[src/rtl/nvc_pkg.sv]
package nvc_pkg;
  typedef enum logic [2:0] {
    ST_IDLE    = 3'd0,
    ST_PINWAIT = 3'd1,
    ST_ERASE   = 3'd2,
    ST_PROG    = 3'd3,
    ST_CLEAR   = 3'd4,
    ST_COPY    = 3'd5,
    ST_HOLD    = 3'd6
  } nvc_state_e;

  localparam logic [2:0] PH_NONE  = 3'd0;
  localparam logic [2:0] PH_ERASE = 3'd1;
  localparam logic [2:0] PH_PROG  = 3'd2;
  localparam logic [2:0] PH_CLEAR = 3'd3;
  localparam logic [2:0] PH_COPY  = 3'd4;

  function automatic logic [2:0] phase_of(nvc_state_e s);
    case (s)
      ST_ERASE: phase_of = PH_ERASE;
      ST_PROG:  phase_of = PH_PROG;
      ST_CLEAR: phase_of = PH_CLEAR;
      ST_COPY:  phase_of = PH_COPY;
      default:  phase_of = PH_NONE;
    endcase
  endfunction
endpackage

[src/rtl/nvc_busy_sync.sv]
module nvc_busy_sync #(
  parameter int STAGES = 2
) (
  input  logic clk,
  input  logic rst_n,
  input  logic line_async,
  output logic line_sync
);
  logic [STAGES-1:0] chain_q;

  genvar g;
  generate
    for (g = 0; g < STAGES; g++) begin : g_stage
      if (g == 0) begin : g_first
        always_ff @(posedge clk or negedge rst_n) begin
          if (!rst_n) chain_q[0] <= 1'b1;
          else        chain_q[0] <= line_async;
        end
      end else begin : g_next
        always_ff @(posedge clk or negedge rst_n) begin
          if (!rst_n) chain_q[g] <= 1'b1;
          else        chain_q[g] <= chain_q[g-1];
        end
      end
    end
  endgenerate

  assign line_sync = chain_q[STAGES-1];
endmodule

[src/rtl/nvc_pin_watch.sv]
module nvc_pin_watch #(
  parameter int MIN_PULSE = 4,
  parameter int GRACE     = 8
) (
  input  logic clk,
  input  logic rst_n,
  input  logic active,
  input  logic line_hi,
  input  logic bus_event,
  output logic rd_open,
  output logic fire,
  output logic abandon
);
  localparam int LIMIT = (MIN_PULSE > GRACE) ? MIN_PULSE : GRACE;
  localparam int CW    = $clog2(LIMIT + 2);
  localparam logic [CW-1:0] CMAX      = CW'(LIMIT + 1);
  localparam logic [CW-1:0] QUAL_AT   = CW'((MIN_PULSE > 2) ? MIN_PULSE - 2 : 0);
  localparam logic [CW-1:0] GRACE_LIM = CW'(GRACE);

  logic [CW-1:0] low_cnt_q;
  logic          cut_q;
  logic          qual_q;
  logic          qual_now;
  logic          window;

  // The cycle in which idle first saw the low counts as one, so the
  // pulse qualifies when this counter reaches MIN_PULSE-2 with the line low.
  assign qual_now = qual_q | (!line_hi && (low_cnt_q >= QUAL_AT));
  assign window   = (low_cnt_q < GRACE_LIM) && !cut_q && !bus_event;

  assign rd_open  = active && window;
  assign fire     = active && qual_now && !window;
  assign abandon  = active && line_hi && !qual_now;

  always_ff @(posedge clk or negedge rst_n) begin
    if (!rst_n) begin
      low_cnt_q <= '0;
      cut_q     <= 1'b0;
      qual_q    <= 1'b0;
    end else if (!active) begin
      low_cnt_q <= '0;
      cut_q     <= 1'b0;
      qual_q    <= 1'b0;
    end else begin
      if (low_cnt_q != CMAX) low_cnt_q <= low_cnt_q + 1'b1;
      cut_q  <= cut_q | bus_event;
      qual_q <= qual_now;
    end
  end
endmodule

[src/rtl/nvc_phase_timer.sv]
module nvc_phase_timer #(
  parameter int TW = 4
) (
  input  logic          clk,
  input  logic          rst_n,
  input  logic          restart,
  input  logic [TW-1:0] len,
  output logic          last
);
  logic [TW-1:0] cnt_q;

  always_ff @(posedge clk or negedge rst_n) begin
    if (!rst_n)       cnt_q <= '0;
    else if (restart) cnt_q <= '0;
    else              cnt_q <= cnt_q + 1'b1;
  end

  assign last = (cnt_q == (len - TW'(1)));
endmodule

[src/rtl/nv_cycle_ctrl.sv]
module nv_cycle_ctrl
  import nvc_pkg::*;
#(
  parameter int ERASE_CYC   = 6,
  parameter int PROG_CYC    = 10,
  parameter int CLEAR_CYC   = 4,
  parameter int COPY_CYC    = 8,
  parameter int MIN_PULSE   = 4,
  parameter int GRACE       = 8,
  parameter int SYNC_STAGES = 2
) (
  input  logic       clk,
  input  logic       rst_n,
  input  logic       sw_store_req,
  input  logic       sw_recall_req,
  input  logic       pfail_store_req,
  input  logic       pwrup_recall_req,
  input  logic       busy_line,
  output logic       busy_pull_low,
  input  logic       bus_event,
  input  logic       acc_valid,
  input  logic       acc_we,
  output logic       acc_ready,
  output logic [2:0] nv_phase,
  output logic       phase_done
);
  localparam int M1     = (ERASE_CYC > PROG_CYC) ? ERASE_CYC : PROG_CYC;
  localparam int M2     = (CLEAR_CYC > COPY_CYC) ? CLEAR_CYC : COPY_CYC;
  localparam int MAXLEN = (M1 > M2) ? M1 : M2;
  localparam int TW     = $clog2(MAXLEN + 1);

  nvc_state_e st_q, st_d;
  logic       line_hi;
  logic       dirty_q;
  logic       pin_rd_open, pin_fire, pin_abandon;
  logic       t_last;
  logic [TW-1:0] t_len;
  logic       in_nv;
  logic       store_entry;

  nvc_busy_sync #(.STAGES(SYNC_STAGES)) i_sync (
    .clk        (clk),
    .rst_n      (rst_n),
    .line_async (busy_line),
    .line_sync  (line_hi)
  );

  nvc_pin_watch #(.MIN_PULSE(MIN_PULSE), .GRACE(GRACE)) i_watch (
    .clk       (clk),
    .rst_n     (rst_n),
    .active    (st_q == ST_PINWAIT),
    .line_hi   (line_hi),
    .bus_event (bus_event),
    .rd_open   (pin_rd_open),
    .fire      (pin_fire),
    .abandon   (pin_abandon)
  );

  always_comb begin
    case (st_q)
      ST_ERASE: t_len = TW'(ERASE_CYC);
      ST_PROG:  t_len = TW'(PROG_CYC);
      ST_CLEAR: t_len = TW'(CLEAR_CYC);
      ST_COPY:  t_len = TW'(COPY_CYC);
      default:  t_len = TW'(1);
    endcase
  end

  nvc_phase_timer #(.TW(TW)) i_timer (
    .clk     (clk),
    .rst_n   (rst_n),
    .restart (st_d != st_q),
    .len     (t_len),
    .last    (t_last)
  );

  // Store requests outrank recall requests; the pin is looked at last.
  always_comb begin
    st_d = st_q;
    case (st_q)
      ST_IDLE: begin
        if (sw_store_req || (pfail_store_req && dirty_q)) st_d = ST_ERASE;
        else if (sw_recall_req || pwrup_recall_req)       st_d = ST_CLEAR;
        else if (!line_hi)                                st_d = ST_PINWAIT;
      end
      ST_PINWAIT: begin
        if (pin_fire)         st_d = dirty_q ? ST_ERASE : ST_HOLD;
        else if (pin_abandon) st_d = ST_IDLE;
      end
      ST_ERASE: if (t_last) st_d = ST_PROG;
      ST_PROG:  if (t_last) st_d = ST_HOLD;
      ST_CLEAR: if (t_last) st_d = ST_COPY;
      ST_COPY:  if (t_last) st_d = ST_IDLE;
      ST_HOLD:  if (line_hi) st_d = ST_IDLE;
      default:  st_d = ST_IDLE;
    endcase
  end

  always_ff @(posedge clk or negedge rst_n) begin
    if (!rst_n) st_q <= ST_IDLE;
    else        st_q <= st_d;
  end

  assign store_entry = (st_d == ST_ERASE) && (st_q != ST_ERASE);

  always_ff @(posedge clk or negedge rst_n) begin
    if (!rst_n)                                        dirty_q <= 1'b0;
    else if (store_entry)                              dirty_q <= 1'b0;
    else if (st_q == ST_IDLE && acc_valid && acc_we)   dirty_q <= 1'b1;
  end

  always_comb begin
    case (st_q)
      ST_IDLE:    acc_ready = 1'b1;
      ST_PINWAIT: acc_ready = pin_rd_open && !acc_we;
      default:    acc_ready = 1'b0;
    endcase
  end

  assign nv_phase      = phase_of(st_q);
  assign in_nv         = (nv_phase != PH_NONE);
  assign phase_done    = in_nv && t_last;
  assign busy_pull_low = (st_q == ST_ERASE) || (st_q == ST_PROG);
endmodule

[config.mk]
export PLATFORM = sky130hd
export DESIGN_NAME = nv_cycle_ctrl
export DESIGN_NICKNAME = d
export VERILOG_FILES = /design/src/rtl/nvc_pkg.sv /design/src/rtl/nvc_busy_sync.sv /design/src/rtl/nvc_pin_watch.sv /design/src/rtl/nvc_phase_timer.sv /design/src/rtl/nv_cycle_ctrl.sv
export SDC_FILE = /design/constraint.sdc
export NUM_CORES = 1
export LEC_CHECK = 0
export BUFFER_PORTS_ARGS = -buffer_cell sky130_fd_sc_hd__buf_2
export CAP_MARGIN = 20
export CORE_MARGIN = 2
export CORE_UTILIZATION = 60
export CTS_BUF_LIST = sky130_fd_sc_hd__clkbuf_4
export DETAILED_ROUTE_END_ITERATION = 8
export PLACE_DENSITY = 0.83
export SYNTH_ARGS = -nofsm -noshare
export SYNTH_HDL_FRONTEND = slang
export SYNTH_SLANG_ARGS = --single-unit
[constraint.sdc]
create_clock -name clk -period 3.1 [get_ports clk]
set_input_delay 0.62 -clock clk [delete_from_list [all_inputs] [get_ports clk]]
set_output_delay 0.62 -clock clk [all_outputs]
set_load 0.05 [all_outputs]
# Word-level counts from Yosys, hierarchy flattened
# Cells that the tools add are included.
# classes
add_sub_neg	3
n_mul	0
div_mod_pow	0
magnitude_cmp	2
eq_ne	12
shifts	0
n_mux	22
n_bitwise	2
n_reduce_logical	26
# op_table
cell	count
3-bit 2-to-1 mux	11
3-bit case mux with 7 select lines	1
4-bit case mux with 4 select lines	1
1-bit logical AND	14
4-bit 2-to-1 mux	3
3-bit case mux with 4 select lines	1
3-bit by 2-bit == test with 1-bit output (second input constant)	3
3-bit == test (second input constant)	3
4-bit by 1-bit adder with 4-bit output (second input constant)	2
1-bit zero test	6
4-bit == test	1
4-bit by 2-bit greater-or-equal comparator with 1-bit output (second input constant)	1
4-bit less-than comparator (second input constant)	1
1-bit 2-to-1 mux	4
4-bit != test (second input constant)	1
4-bit by 1-bit subtractor with 4-bit output (second input constant)	1
3-bit by 1-bit == test with 1-bit output (second input constant)	1
3-bit zero test	1
1-bit logical OR	3
3-bit by 2-bit != test with 1-bit output (second input constant)	1
3-bit != test	1
3-bit nonzero test	1
2-bit != test (second input constant)	1
1-bit OR	2
other kinds (2)	2
# word_totals
reg_bits	16
latchBits	0
mem_bits_rw	0
mem_bits_ro	0
in_bits	10
elab_cells	75
memories	0

# Logic depth before layout (Yosys ltp)
# logic_depth
ltp_word	11
depth_mapped	7
ltp_nobuf	6

# Hierarchy
# A second synthesis with hierarchy kept.
# hier_totals
hier_cells	115
hier_area_um2	1091.0
# by_module_without_submodules
module	n_inst	cells_each	area_per_inst_um2	seq_area_each_um2
nv_cycle_ctrl	1	61	451.7	100.1
nvc_pin_watch	1	29	339.1	150.1
nvc_phase_timer	1	23	247.7	100.1
nvc_busy_sync	1	2	52.6	52.6

# Worst setup path before layout
# OpenSTA, ideal clock, no wires.
# synth_path
path_kind	register -> output
from	register i_timer.cnt_q[0]
to	output port phase_done
arrival_time_ns	1.862
t_required_ns	2.480
slack_ns	0.618
path_stages_with_launch	6
n_path_buf	1
path_cell_list	dfrtp_1 -> buf_6 -> or2_0 -> a2111oi_2 -> nor3_2 -> nor2_1
# synth_via
elab_chain_cells	2
# synth_rtl
element	line	rtl
start, declared	nvc_phase_timer.sv:10	logic [TW-1:0] cnt_q;
start signal, assigned	nvc_phase_timer.sv:15	else cnt_q <= cnt_q + 1'b1;
4-bit == test	nvc_phase_timer.sv:18	assign last = (cnt_q == (len - TW'(1)));
1-bit logical AND	nv_cycle_ctrl.sv:122	assign phase_done = in_nv && t_last;
end, declared	nv_cycle_ctrl.sv:25	output logic phase_done
# No other way between the ends.

# Final worst setup path
# layout_path
from	register st_q[1]
to	output port phase_done
# layout_via
elab_chain_cells	5
elab_cells_between_ends	10
classes_between	1 x add/sub; 5 x eq/ne; 2 x mux; 2 x reduce/logical
# layout_rtl
element	line	rtl
start, declared	nv_cycle_ctrl.sv:32	nvc_state_e st_q, st_d;
start signal, assigned	nv_cycle_ctrl.sv:101	else st_q <= st_d;
3-bit == test or 3-bit by 2-bit == test with 1-bit output (tied branches)	nvc_pkg.sv:19, nv_cycle_ctrl.sv:60	
4-bit case mux with 4 select lines	nv_cycle_ctrl.sv:60	case (st_q)
4-bit by 1-bit subtractor with 4-bit output	nvc_phase_timer.sv:18	
4-bit == test	nvc_phase_timer.sv:18	
1-bit logical AND (*)	nv_cycle_ctrl.sv:122	
# Every way passes the cells marked *; elsewhere a longest branch is shown, timed or not.

==> impl_metrics.ini <==
[status]
status = finished, final reports clean

[floorplanning]
die_x_um = 48.3
ios = 16
die-area_um2 = 2330
start_util_pct = 61.8
std_cell_rows = 16
core_region_area_um2 = 1900
dieHeight_um = 48.3

[yosys]
synth_cell_type_count = 53
async_flop_share_pct = 100
yosys_warnings = 0
synth_fp_nets = 147
ys_ff_latch = 16
avgSynthCellArea_um2 = 8.78
synthCells = 134
synth_edf_count = 0
synthesis.area_um2 = 1180
synth_ff_type = dfrtp_1
ys_seq_area_share_pct = 34.3

[placed_design]
place_inst = 168
io_buffers = 15
dpl.hpwl_mm = 1.75
gp_congestion = 0.845

[critical_path]
cp_slowest_cell = dfrtp_1
crit_family = flip-flops
path_cells = or2_0 -> a2111oi_2 -> nor3_2 -> nor2_1 -> buf_2
critPathArrivalTime_ps = 2050
cp_max_fo = 18
r2r_slack_ps = 940
reg2reg_from = st_q[0]$_DFF_PN0_
crit_type = reg -> out
cp.required_ps = 2480
rr_worst_depth = 5
critPathCaptureType = output port
critPathBufInv = 1
r2r_end = i_timer.cnt_q[1]$_DFF_PN0_
start_kind = flip-flop
critPathMaxStageDelay_ps = 560

[route]
wl_per_cell_um = 13.1
drt_pass1_iterations = 4
wirelength_mm = 2.25
drc_errors = 0
via_per_inst = 5.70
drt_iter0_drc = 28
antenna_left = 0
num_vias = 981

[cells_and_area]
drive_above_1_share_pct = 20.7
synthToLayoutAreaGrowth_pct = 6.70
nNetsFinal = 159
nFillCells = 150
layout_commonest_cell = nor2_1
fin_cells = 172
layout_common_cells = nor2_1, buf_2, dfrtp_1
diodes = 0

[sta]
fmax_mhz = 375
max_slew.worst_pin.slew_ps = 520
finalClockSkew_ps = 2.72
post-route-period-util_pct = 86.1
hold_viol = 0
timing.hold.ws_ps = 232
setup_viol = 0
layout_min_cycle_time_ps = 2670
maxSlewHeadroom_pct = 65.3
drv_slew = 0
rsz0062_at_grt = no
fin_setup_tns_ps = 0

[global_routing]
grt_pass1_wl_mm = 3.39
busiest_layer = met2
grt-ovfl-total = 0
gr-usage-met3_pct = 3.70
grt_start_max_net_pins = 20
grt_use_met1_pct = 28.3
first_global_vias = 804
grt_use_met2_pct = 32.9
antenna_found_initial = 0
grtUsageTotal_pct = 20.7

[cts]
clkTransAtPathRegs_ps = 90
h-tree-depth = 1
cts_tree = yes
numCtsBuffers = 3
root_buffer = clkbuf_4
post_cts_buffers = 0
cts.sinks = 16
clk_path_buf_depth = 2
cts_hold_buf = 0
cts_resized = 0
clock_latency_ps = 280

[pwr]
leakage_nw = 0.570
ir_worst_vdd_mv = 0.558
pwr_density_cell_nw_per_um2 = 884

[hold_path]
hold_path_class = in -> async

[job]
maxCapViolCount = 0
layout make-up:
class / instances / area, um2 / area share (%)
Sequential cell: 16 / 403 / 32.1
Clock buffer: 3 / 22.5 / 1.79
Tap cell: 27 / 33.8 / 2.69
Inverter: 4 / 15.0 / 1.20
Timing Repair Buffer: 15 / 75.1 / 5.98
Multi-Input combinational cell: 106 / 702 / 55.9
Clock inverter: 1 / 3.75 / 0.299
report_power, final:
group	total, W	leakage (nW)	internal [W]	switching [W]
Clock	0.000107	0.0154	0.0000466	0.0000605
Sequential	0.000393	0.204	0.000260	0.000132
Combinational	0.000610	0.350	0.000239	0.000371
synth_stat cells, types with 2 or more instances:
cell | n | share of area [%]
a21oi_1 | 6 | 2.6
a31oi_1 | 2 | 1.1
and2_1 | 2 | 1.1
buf_6 | 3 | 2.9
clkbuf_1 | 4 | 1.3
dfrtp_1 | 14 | 30
dfstp_2 | 2 | 4.5
ha_1 | 3 | 3.2
inv_1 | 4 | 1.3
nand2_1 | 11 | 3.5
nand2b_1 | 3 | 1.6
nand3_1 | 5 | 2.1
nand3b_1 | 2 | 1.3
nor2_1 | 20 | 6.4
nor2b_1 | 4 | 2.1
nor3_1 | 5 | 2.1
o21ai_0 | 4 | 1.7
or3_1 | 2 | 1.1
xnor2_1 | 2 | 1.5
xor2_1 | 3 | 2.2
routing by layer:
layer | share of wire (%) | vias to the layer above
met2 | 48 | 24
met4 | 0.58 | 0
li1 | - | 503
met1 | 47 | 452
met3 | 3.5 | 2
met5 | 0 | -
sequential cells by signal, indices dropped and copies added, names as in the netlist:
signal	count
i_timer.cnt_q	4
i_watch.low_cnt_q	4
st_q	3
dirty_q	1
i_sync.chain_q	1
i_sync.line_sync	1
i_watch.cut_q	1
i_watch.qual_q	1
logic make-up (layout without fill, tap and decap cells):
kind of cell / after synthesis / count (layout) / share of synthesized area, %
DFF: 16 / 16 / 34.3
xor gates and xnor gates: 5 / 5 / 3.72
buffers and inverters: 12 / 23 / 6.06
adders and majority gates: 3 / 3 / 3.19
muxes: 1 / 1 / 0.957
AOI/OAI and AO/OA: 30 / 30 / 19.5
and+or+nand+nor: 67 / 67 / 32.3
worst max-delay path by stage:
stage | depth (start not counted) | end | startpoint
CTS | 5 | phase_done | st_q[1]$_DFF_PN0_
floorplan | 5 | phase_done | i_timer.cnt_q[0]$_DFF_PN0_
global placement | 5 | phase_done | st_q[1]$_DFF_PN0_
finish | 5 | phase_done | st_q[1]$_DFF_PN0_
global route | 5 | phase_done | st_q[1]$_DFF_PN0_
detailed placement | 5 | phase_done | st_q[1]$_DFF_PN0_
per-stage QoR:
step                      total power (W)  util [%]  cell area, um2  setup WS, ps
after floorplan                  0.000912         -            1180           618
after global placement           0.000987      64.6            1230           823
after detailed placement          0.00100      64.6            1230           750
after CTS                         0.00111      66.0            1250           428
after global routing              0.00121      66.0            1250           282
final                             0.00111      66.0            1250           432
No activity file was read; power rests on OpenSTA's default activity.
